[src/rtl/ide_tim_pkg.sv]
package ide_tim_pkg;
    localparam int DATA_W   = 8;
    localparam int CNT_W    = 5;
    localparam int ACT_BIAS = 17;
    localparam int REC_BIAS = 15;
    localparam int MIN_CLK  = 2;
    localparam int N_TIMERS = 2;

    typedef enum logic [1:0] {
        ST_IDLE = 2'd0,
        ST_ACT  = 2'd1,
        ST_REC  = 2'd2
    } seq_st_e;

    typedef struct packed {
        logic [DATA_W-1:0] tim_a;
        logic [DATA_W-1:0] tim_b;
        logic [DATA_W-1:0] ctrl;
        logic [DATA_W-1:0] rdata;
    } regs_s;

    typedef struct packed {
        seq_st_e          st;
        logic [CNT_W-1:0] cnt;
        logic [CNT_W-1:0] rec;
        logic             rd;
    } seq_s;
endpackage

[src/rtl/ide_tim_regs.sv]
module ide_tim_regs
    import ide_tim_pkg::*;
#(
    parameter logic [3:0] ID_CODE = 4'b1010,
    parameter logic [7:0] CTRL_RST = 8'h0F
) (
    input  logic              clk,
    input  logic              rst_n,
    input  logic              wr,
    input  logic              rd,
    input  logic [1:0]        addr,
    input  logic [DATA_W-1:0] wdata,
    input  logic              slow_bus,
    input  logic              base_hi,
    input  logic              port_pri,
    output logic [DATA_W-1:0] rdata,
    output logic [DATA_W-1:0] tim_a,
    output logic [DATA_W-1:0] tim_b,
    output logic [DATA_W-1:0] ctrl
);
    regs_s r_d, r_q;
    logic [DATA_W-1:0] cfg_val;

    assign cfg_val = {ID_CODE, 1'b1, slow_bus, base_hi, port_pri};

    always_comb begin
        r_d = r_q;
        if (wr) begin
            case (addr)
                2'd0:    r_d.tim_a = wdata;
                2'd2:    r_d.tim_b = wdata;
                2'd3:    r_d.ctrl  = wdata;
                default: ;
            endcase
        end
        if (rd) begin
            case (addr)
                2'd0:    r_d.rdata = r_q.tim_a;
                2'd1:    r_d.rdata = cfg_val;
                2'd2:    r_d.rdata = r_q.tim_b;
                default: r_d.rdata = r_q.ctrl;
            endcase
        end
    end

    always_ff @(posedge clk or negedge rst_n) begin
        if (!rst_n) begin
            r_q.tim_a <= '0;
            r_q.tim_b <= '0;
            r_q.ctrl  <= CTRL_RST;
            r_q.rdata <= '0;
        end else begin
            r_q <= r_d;
        end
    end

    assign rdata = r_q.rdata;
    assign tim_a = r_q.tim_a;
    assign tim_b = r_q.tim_b;
    assign ctrl  = r_q.ctrl;


    tim_hold_chk: assert property (@(posedge clk) disable iff (!rst_n)
        !$past(wr) |-> ($stable(r_q.tim_a) && $stable(r_q.tim_b) && $stable(r_q.ctrl)));


    cfg_write_ignored_chk: assert property (@(posedge clk) disable iff (!rst_n)
        ($past(wr) && $past(addr) == 2'd1) |-> ($stable(r_q.tim_a) && $stable(r_q.tim_b) && $stable(r_q.ctrl)));
endmodule

[src/rtl/ide_tim_decode.sv]
module ide_tim_decode
    import ide_tim_pkg::*;
(
    input  logic [DATA_W-1:0] tim,
    output logic [CNT_W-1:0]  act_clks,
    output logic [CNT_W-1:0]  rec_clks
);
    localparam logic [3:0] REC_FIELD_MAX = 4'(REC_BIAS - MIN_CLK);

    always_comb begin
        act_clks = CNT_W'(ACT_BIAS) - {1'b0, tim[3:0]};
        if (tim[7:4] > REC_FIELD_MAX)
            rec_clks = CNT_W'(MIN_CLK);
        else
            rec_clks = CNT_W'(REC_BIAS) - {1'b0, tim[7:4]};
    end
endmodule

[src/rtl/ide_tim_seq.sv]
module ide_tim_seq
    import ide_tim_pkg::*;
(
    input  logic             clk,
    input  logic             rst_n,
    input  logic             req,
    input  logic             rd_dir,
    input  logic [CNT_W-1:0] act_clks,
    input  logic [CNT_W-1:0] rec_clks,
    output logic             rd_n,
    output logic             wr_n,
    output logic             busy,
    output logic             done
);
    seq_s s_d, s_q;

    always_comb begin
        s_d = s_q;
        unique case (s_q.st)
            ST_IDLE: begin
                if (req) begin
                    s_d.st  = ST_ACT;
                    s_d.cnt = act_clks - CNT_W'(1);
                    s_d.rec = rec_clks;
                    s_d.rd  = rd_dir;
                end
            end
            ST_ACT: begin
                if (s_q.cnt == '0) begin
                    s_d.st  = ST_REC;
                    s_d.cnt = s_q.rec - CNT_W'(1);
                end else begin
                    s_d.cnt = s_q.cnt - CNT_W'(1);
                end
            end
            ST_REC: begin
                if (s_q.cnt == '0) s_d.st = ST_IDLE;
                else               s_d.cnt = s_q.cnt - CNT_W'(1);
            end
            default: s_d.st = ST_IDLE;
        endcase
    end

    always_ff @(posedge clk or negedge rst_n) begin
        if (!rst_n) begin
            s_q.st  <= ST_IDLE;
            s_q.cnt <= '0;
            s_q.rec <= '0;
            s_q.rd  <= 1'b0;
        end else begin
            s_q <= s_d;
        end
    end

    assign rd_n = !(s_q.st == ST_ACT && s_q.rd);
    assign wr_n = !(s_q.st == ST_ACT && !s_q.rd);
    assign busy = (s_q.st != ST_IDLE);
    assign done = (s_q.st == ST_REC) && (s_q.cnt == '0);


    strobe_excl_chk: assert property (@(posedge clk) disable iff (!rst_n)
        !(!rd_n && !wr_n));


    busy_end_chk: assert property (@(posedge clk) disable iff (!rst_n)
        $fell(busy) |-> $past(done));


    latched_rec_chk: assert property (@(posedge clk) disable iff (!rst_n)
        (s_q.st != ST_IDLE && $past(s_q.st) != ST_IDLE) |-> $stable(s_q.rec));
endmodule

[src/rtl/ide_pio_timer.sv]
module ide_pio_timer
    import ide_tim_pkg::*;
#(
    parameter logic [3:0] ID_CODE = 4'b1010
) (
    input  logic              clk,
    input  logic              rst_n,
    input  logic              reg_wr,
    input  logic              reg_rd,
    input  logic [1:0]        reg_addr,
    input  logic [DATA_W-1:0] reg_wdata,
    output logic [DATA_W-1:0] reg_rdata,
    input  logic              strap_slow_bus,
    input  logic              strap_base_hi,
    input  logic              strap_port_pri,
    input  logic              xfer_req,
    input  logic              xfer_rd,
    input  logic              xfer_chan,
    input  logic              xfer_dev,
    output logic              rd_strobe_n,
    output logic              wr_strobe_n,
    output logic              busy,
    output logic              done,
    output logic              buf_en
);
    logic [DATA_W-1:0] tim_a, tim_b, ctrl;
    logic [DATA_W-1:0] tim_arr [N_TIMERS];
    logic [CNT_W-1:0]  act_arr [N_TIMERS];
    logic [CNT_W-1:0]  rec_arr [N_TIMERS];
    logic              sel;

    ide_tim_regs #(.ID_CODE(ID_CODE)) regs_i (
        .clk(clk), .rst_n(rst_n), .wr(reg_wr), .rd(reg_rd), .addr(reg_addr),
        .wdata(reg_wdata), .slow_bus(strap_slow_bus), .base_hi(strap_base_hi),
        .port_pri(strap_port_pri), .rdata(reg_rdata), .tim_a(tim_a),
        .tim_b(tim_b), .ctrl(ctrl)
    );

    assign tim_arr[0] = tim_a;
    assign tim_arr[1] = tim_b;

    for (genvar g = 0; g < N_TIMERS; g++) begin : g_dec
        ide_tim_decode dec_i (
            .tim(tim_arr[g]), .act_clks(act_arr[g]), .rec_clks(rec_arr[g])
        );
    end

    assign sel = ctrl[0] ? xfer_dev : xfer_chan;

    ide_tim_seq seq_i (
        .clk(clk), .rst_n(rst_n), .req(xfer_req), .rd_dir(xfer_rd),
        .act_clks(act_arr[sel]), .rec_clks(rec_arr[sel]),
        .rd_n(rd_strobe_n), .wr_n(wr_strobe_n), .busy(busy), .done(done)
    );

    assign buf_en = ctrl[7];


    act_range_chk: assert property (@(posedge clk) disable iff (!rst_n)
        (act_arr[sel] >= CNT_W'(MIN_CLK)) && (act_arr[sel] <= CNT_W'(ACT_BIAS)));


    rec_range_chk: assert property (@(posedge clk) disable iff (!rst_n)
        (rec_arr[sel] >= CNT_W'(MIN_CLK)) && (rec_arr[sel] <= CNT_W'(REC_BIAS)));


    done_onehot_chk: assert property (@(posedge clk) disable iff (!rst_n)
        done |=> !done);
endmodule

[config.mk]
export PLATFORM = sky130hd
export DESIGN_NAME = ide_pio_timer
export DESIGN_NICKNAME = d
export VERILOG_FILES = /design/src/rtl/ide_tim_pkg.sv /design/src/rtl/ide_tim_regs.sv /design/src/rtl/ide_tim_decode.sv /design/src/rtl/ide_tim_seq.sv /design/src/rtl/ide_pio_timer.sv
export SDC_FILE = /design/constraint.sdc
export NUM_CORES = 1
export LEC_CHECK = 0
export BUFFER_PORTS_ARGS = -buffer_cell sky130_fd_sc_hd__buf_2
export CAP_MARGIN = 25
export CELL_PAD_IN_SITES_DETAIL_PLACEMENT = 1
export CELL_PAD_IN_SITES_GLOBAL_PLACEMENT = 1
export CORE_MARGIN = 2
export CORE_UTILIZATION = 44
export DETAILED_ROUTE_END_ITERATION = 16
export HOLD_SLACK_MARGIN = 0.12
export PLACE_DENSITY_LB_ADDON = 0.2
export SETUP_SLACK_MARGIN = 0.5
export SLEW_MARGIN = 20
export SYNTH_ARGS = -nofsm -noshare
export SYNTH_HDL_FRONTEND = slang
export SYNTH_SLANG_ARGS = --single-unit
[constraint.sdc]
create_clock -name clk -period 2.7 [get_ports clk]
set_clock_uncertainty 0.05 [all_clocks]
set_input_delay 0.54 -clock clk [delete_from_list [all_inputs] [get_ports clk]]
set_output_delay 0.54 -clock clk [all_outputs]
set_load 0.02 [all_outputs]
==> results.txt <==
status: completed
WP data required: 2860 ps
Die Area: 0.006198 mm2
Worst Setup Slack, final: 384.6 ps
Post-synth EDFFs: 0
gr usage total: 0.2094
minimum clock period: 2315 ps
max frequency: 431.9 MHz
drt first pass iters: 4
reg2reg setup slack: 380 ps
H-tree Lvls: 2
placed cell area: 0.002728 mm2
reg2reg start: regs_i.ctrl[0]
antenna fix cells: 0
Core Area: 0.005439 mm2
number of cells on the worst hold path: 2
clock root cell: clkbuf_8
Layout area overhead: 19.40%
CP delay by family, top: flip-flops
number of cells after detailed placement: 326
total gr overflow: 0
Net Count, Synth: 252
Slew @ Worst Pin: 644.1 ps
leading area contributor after synthesis: dfrtp_1
Ys Warns: 0
Synth Register Bits: 44
Non-Filler Instances: 343
Hold Violations, Final: 0
worst path bufs/invs: 0
Final Net Count: 299
Die Width: 78.73 um
VDD IR max: 0.4216 mV
Critical Path Start Type: register
Synth Flop Type: dfrtp_1
slowest CP cell: dfstp_2
crit path kind: reg2reg
CTS tree: done
DRC violations left: 0
clk_lat worst skew: 290 ps
Critical Path, Cell by Cell: mux2i_4, mux2i_1, ha_1, and4b_1, a21oi_2, nor3b_2, o21ai_1, a31oi_1
vias in the first global route: 1978
boundary pin count: 34
Synth async-reset ratio: 1.000
Placement Rows: 27
Mean Syn Cell Area: 11.02 um2
count of input and output buffers: 33
hold_sp: xfer_rd
Crit path arrival time: 2480 ps
initial antenna violation count: 0
cells after synthesis: 223
crit path max fanout: 5
number of routed nets with antenna violations: 0
RD Place Congestion: 0.7966
Leakage: 1.268 nW
Final period util: 0.8575
Pwr Total: 2.696 mW
R2R depth: 8
Max-Cap Viols: 0
largest net degree at the start of global routing: 20
pre-CTS WS: 286.6 ps
CP endpoint kind: register
Max-Slew Margin vs Limit: 0.5683
WHS Endpoint: seq_i.s_q[0]
Hold Slack: 426.1 ps
initial core utilization: 0.4518
RSZ-0062 raised after global routing: true
post-synth top area share: 0.4073
Num Clock Sinks: 44
Finished Cell Area: 0.002934 mm2
synth unique cells: 41
Die Ht: 78.73 um
final setup vio count: 0
post-DP HPWL: 4311 um
number of stages on the worst setup path: 8
TNS Setup: 0 ps
sequential fraction of the synthesis area: 0.4501
synthesized cell area: 0.002457 mm2
detail-routed net length per standard cell: 17.48 um
worst min path class: in2reg
cts bufs inserted: 5
Slew Viols, Final: 0
post-layout util: 0.5395
CTS Buffer Depth: 2
final WL: 5996 um
starting DRC count in detailed routing: 42
share of layout cells above drive strength 1: 0.3948
via count: 1885
global-route wire length before repair: 9929 um
DR vias/cell: 5.496
slowest stage delay, CP: 590 ps
Critical R2R Capture: seq_i.s_q[10]
Synth area leaders: dfrtp_1 (41%), mux2_2 (15%), dfstp_2 (4.3%)
cell area power density: 918.9 mW/mm2
Worst-path clk slew: 80 ps
metal layers:
layer  GRT usage  wire (um)  part of all wire  vias to the layer above
met2      0.3735       3202              0.53                       27
met1      0.2597       2559              0.43                      947
met5           0          0                 0                        -
met3     0.03750        168             0.028                        5
li1            -          -                 -                      906
met4     0.05965         67             0.011                        0
kinds of logic (layout without fill, tap and decap cells):
family	count (synthesis)	after routing	synth area share
muxes	44	44	0.2113
and+or+nand+nor	53	53	0.1191
DFF	44	44	0.4501
AOI/OAI and AO/OA	47	47	0.1191
xor gates and xnor gates	8	8	0.02851
buffers and inverters	19	67	0.03106
adders and majority gates	8	8	0.04073
synthesized netlist by cell type, types with 6 or more instances:
cell type / instances
inv_1: 13
nand2_1: 15
o21ai_0: 13
ha_1: 8
nor2_1: 17
dfrtp_1: 40
mux2i_1: 8
xnor2_1: 6
mux2_2: 33
a31oi_1: 7
a21oi_1: 11
area by class of cell:
type | count | area, um2
fillers | 617 | 2505
multi-input cells | 160 | 1329
flip-flops and latches | 44 | 1106
repair buffers | 46 | 271.5
well taps | 72 | 90.09
clock buffers | 6 | 72.57
inverters | 13 | 48.80
clock inverters | 2 | 16.27
timing repair:
action | in CTS | in global routing
buffers inserted | 5 | 3
hold endpoints to repair | 15 | 0
endpoints found under the setup margin | 3 | 5
pin swaps | 0 | 2
resized for setup | 8 | 4
gates cloned | 0 | 0
hold buffers | 1 | 0
cells in the final DEF, fill, tap and decap left out, types with 3 or more instances in the layout:
cell type,Yosys,final
xnor2_1,6,6
mux4_2,3,3
nor2_1,17,16
nor2b_1,4,4
buf_2,4,32
dfstp_2,4,4
inv_1,13,11
dfrtp_1,40,40
o221ai_1,3,3
o21ai_0,13,12
mux2i_1,8,7
nand2_1,15,15
a31oi_1,7,7
ha_1,8,7
buf_4,0,12
a21oi_1,11,10
clkbuf_8,0,5
mux2_2,33,33
nor4b_2,1,3
power by group:
part	leakage, nW	total, mW	switching [mW]	internal (mW)
Sequential	0.520	1.05	0.204	0.849
Clock	0.0414	0.409	0.225	0.184
Combinational	0.707	1.23	0.646	0.588
flip-flops by register name, summed over array words and instances (netlist names):
signal	flops
regs_i.rdata	8
regs_i.tim_b	8
regs_i.ctrl	8
seq_i.s_q	12
regs_i.tim_a	8
how the worst max path moves through the flow:
stage | slack (ps) | endpoint | startpoint
CTS | 350 | done | seq_i.s_q[6]
global route | 240 | seq_i.s_q[10] | regs_i.ctrl[0]
global placement | 410 | seq_i.s_q[10] | xfer_chan
finish | 380 | seq_i.s_q[10] | regs_i.ctrl[0]
detailed placement | 290 | seq_i.s_q[10] | regs_i.ctrl[0]
floorplan | 440 | seq_i.s_q[10] | regs_i.ctrl[0]
Power figures use the tool's default switching activity.
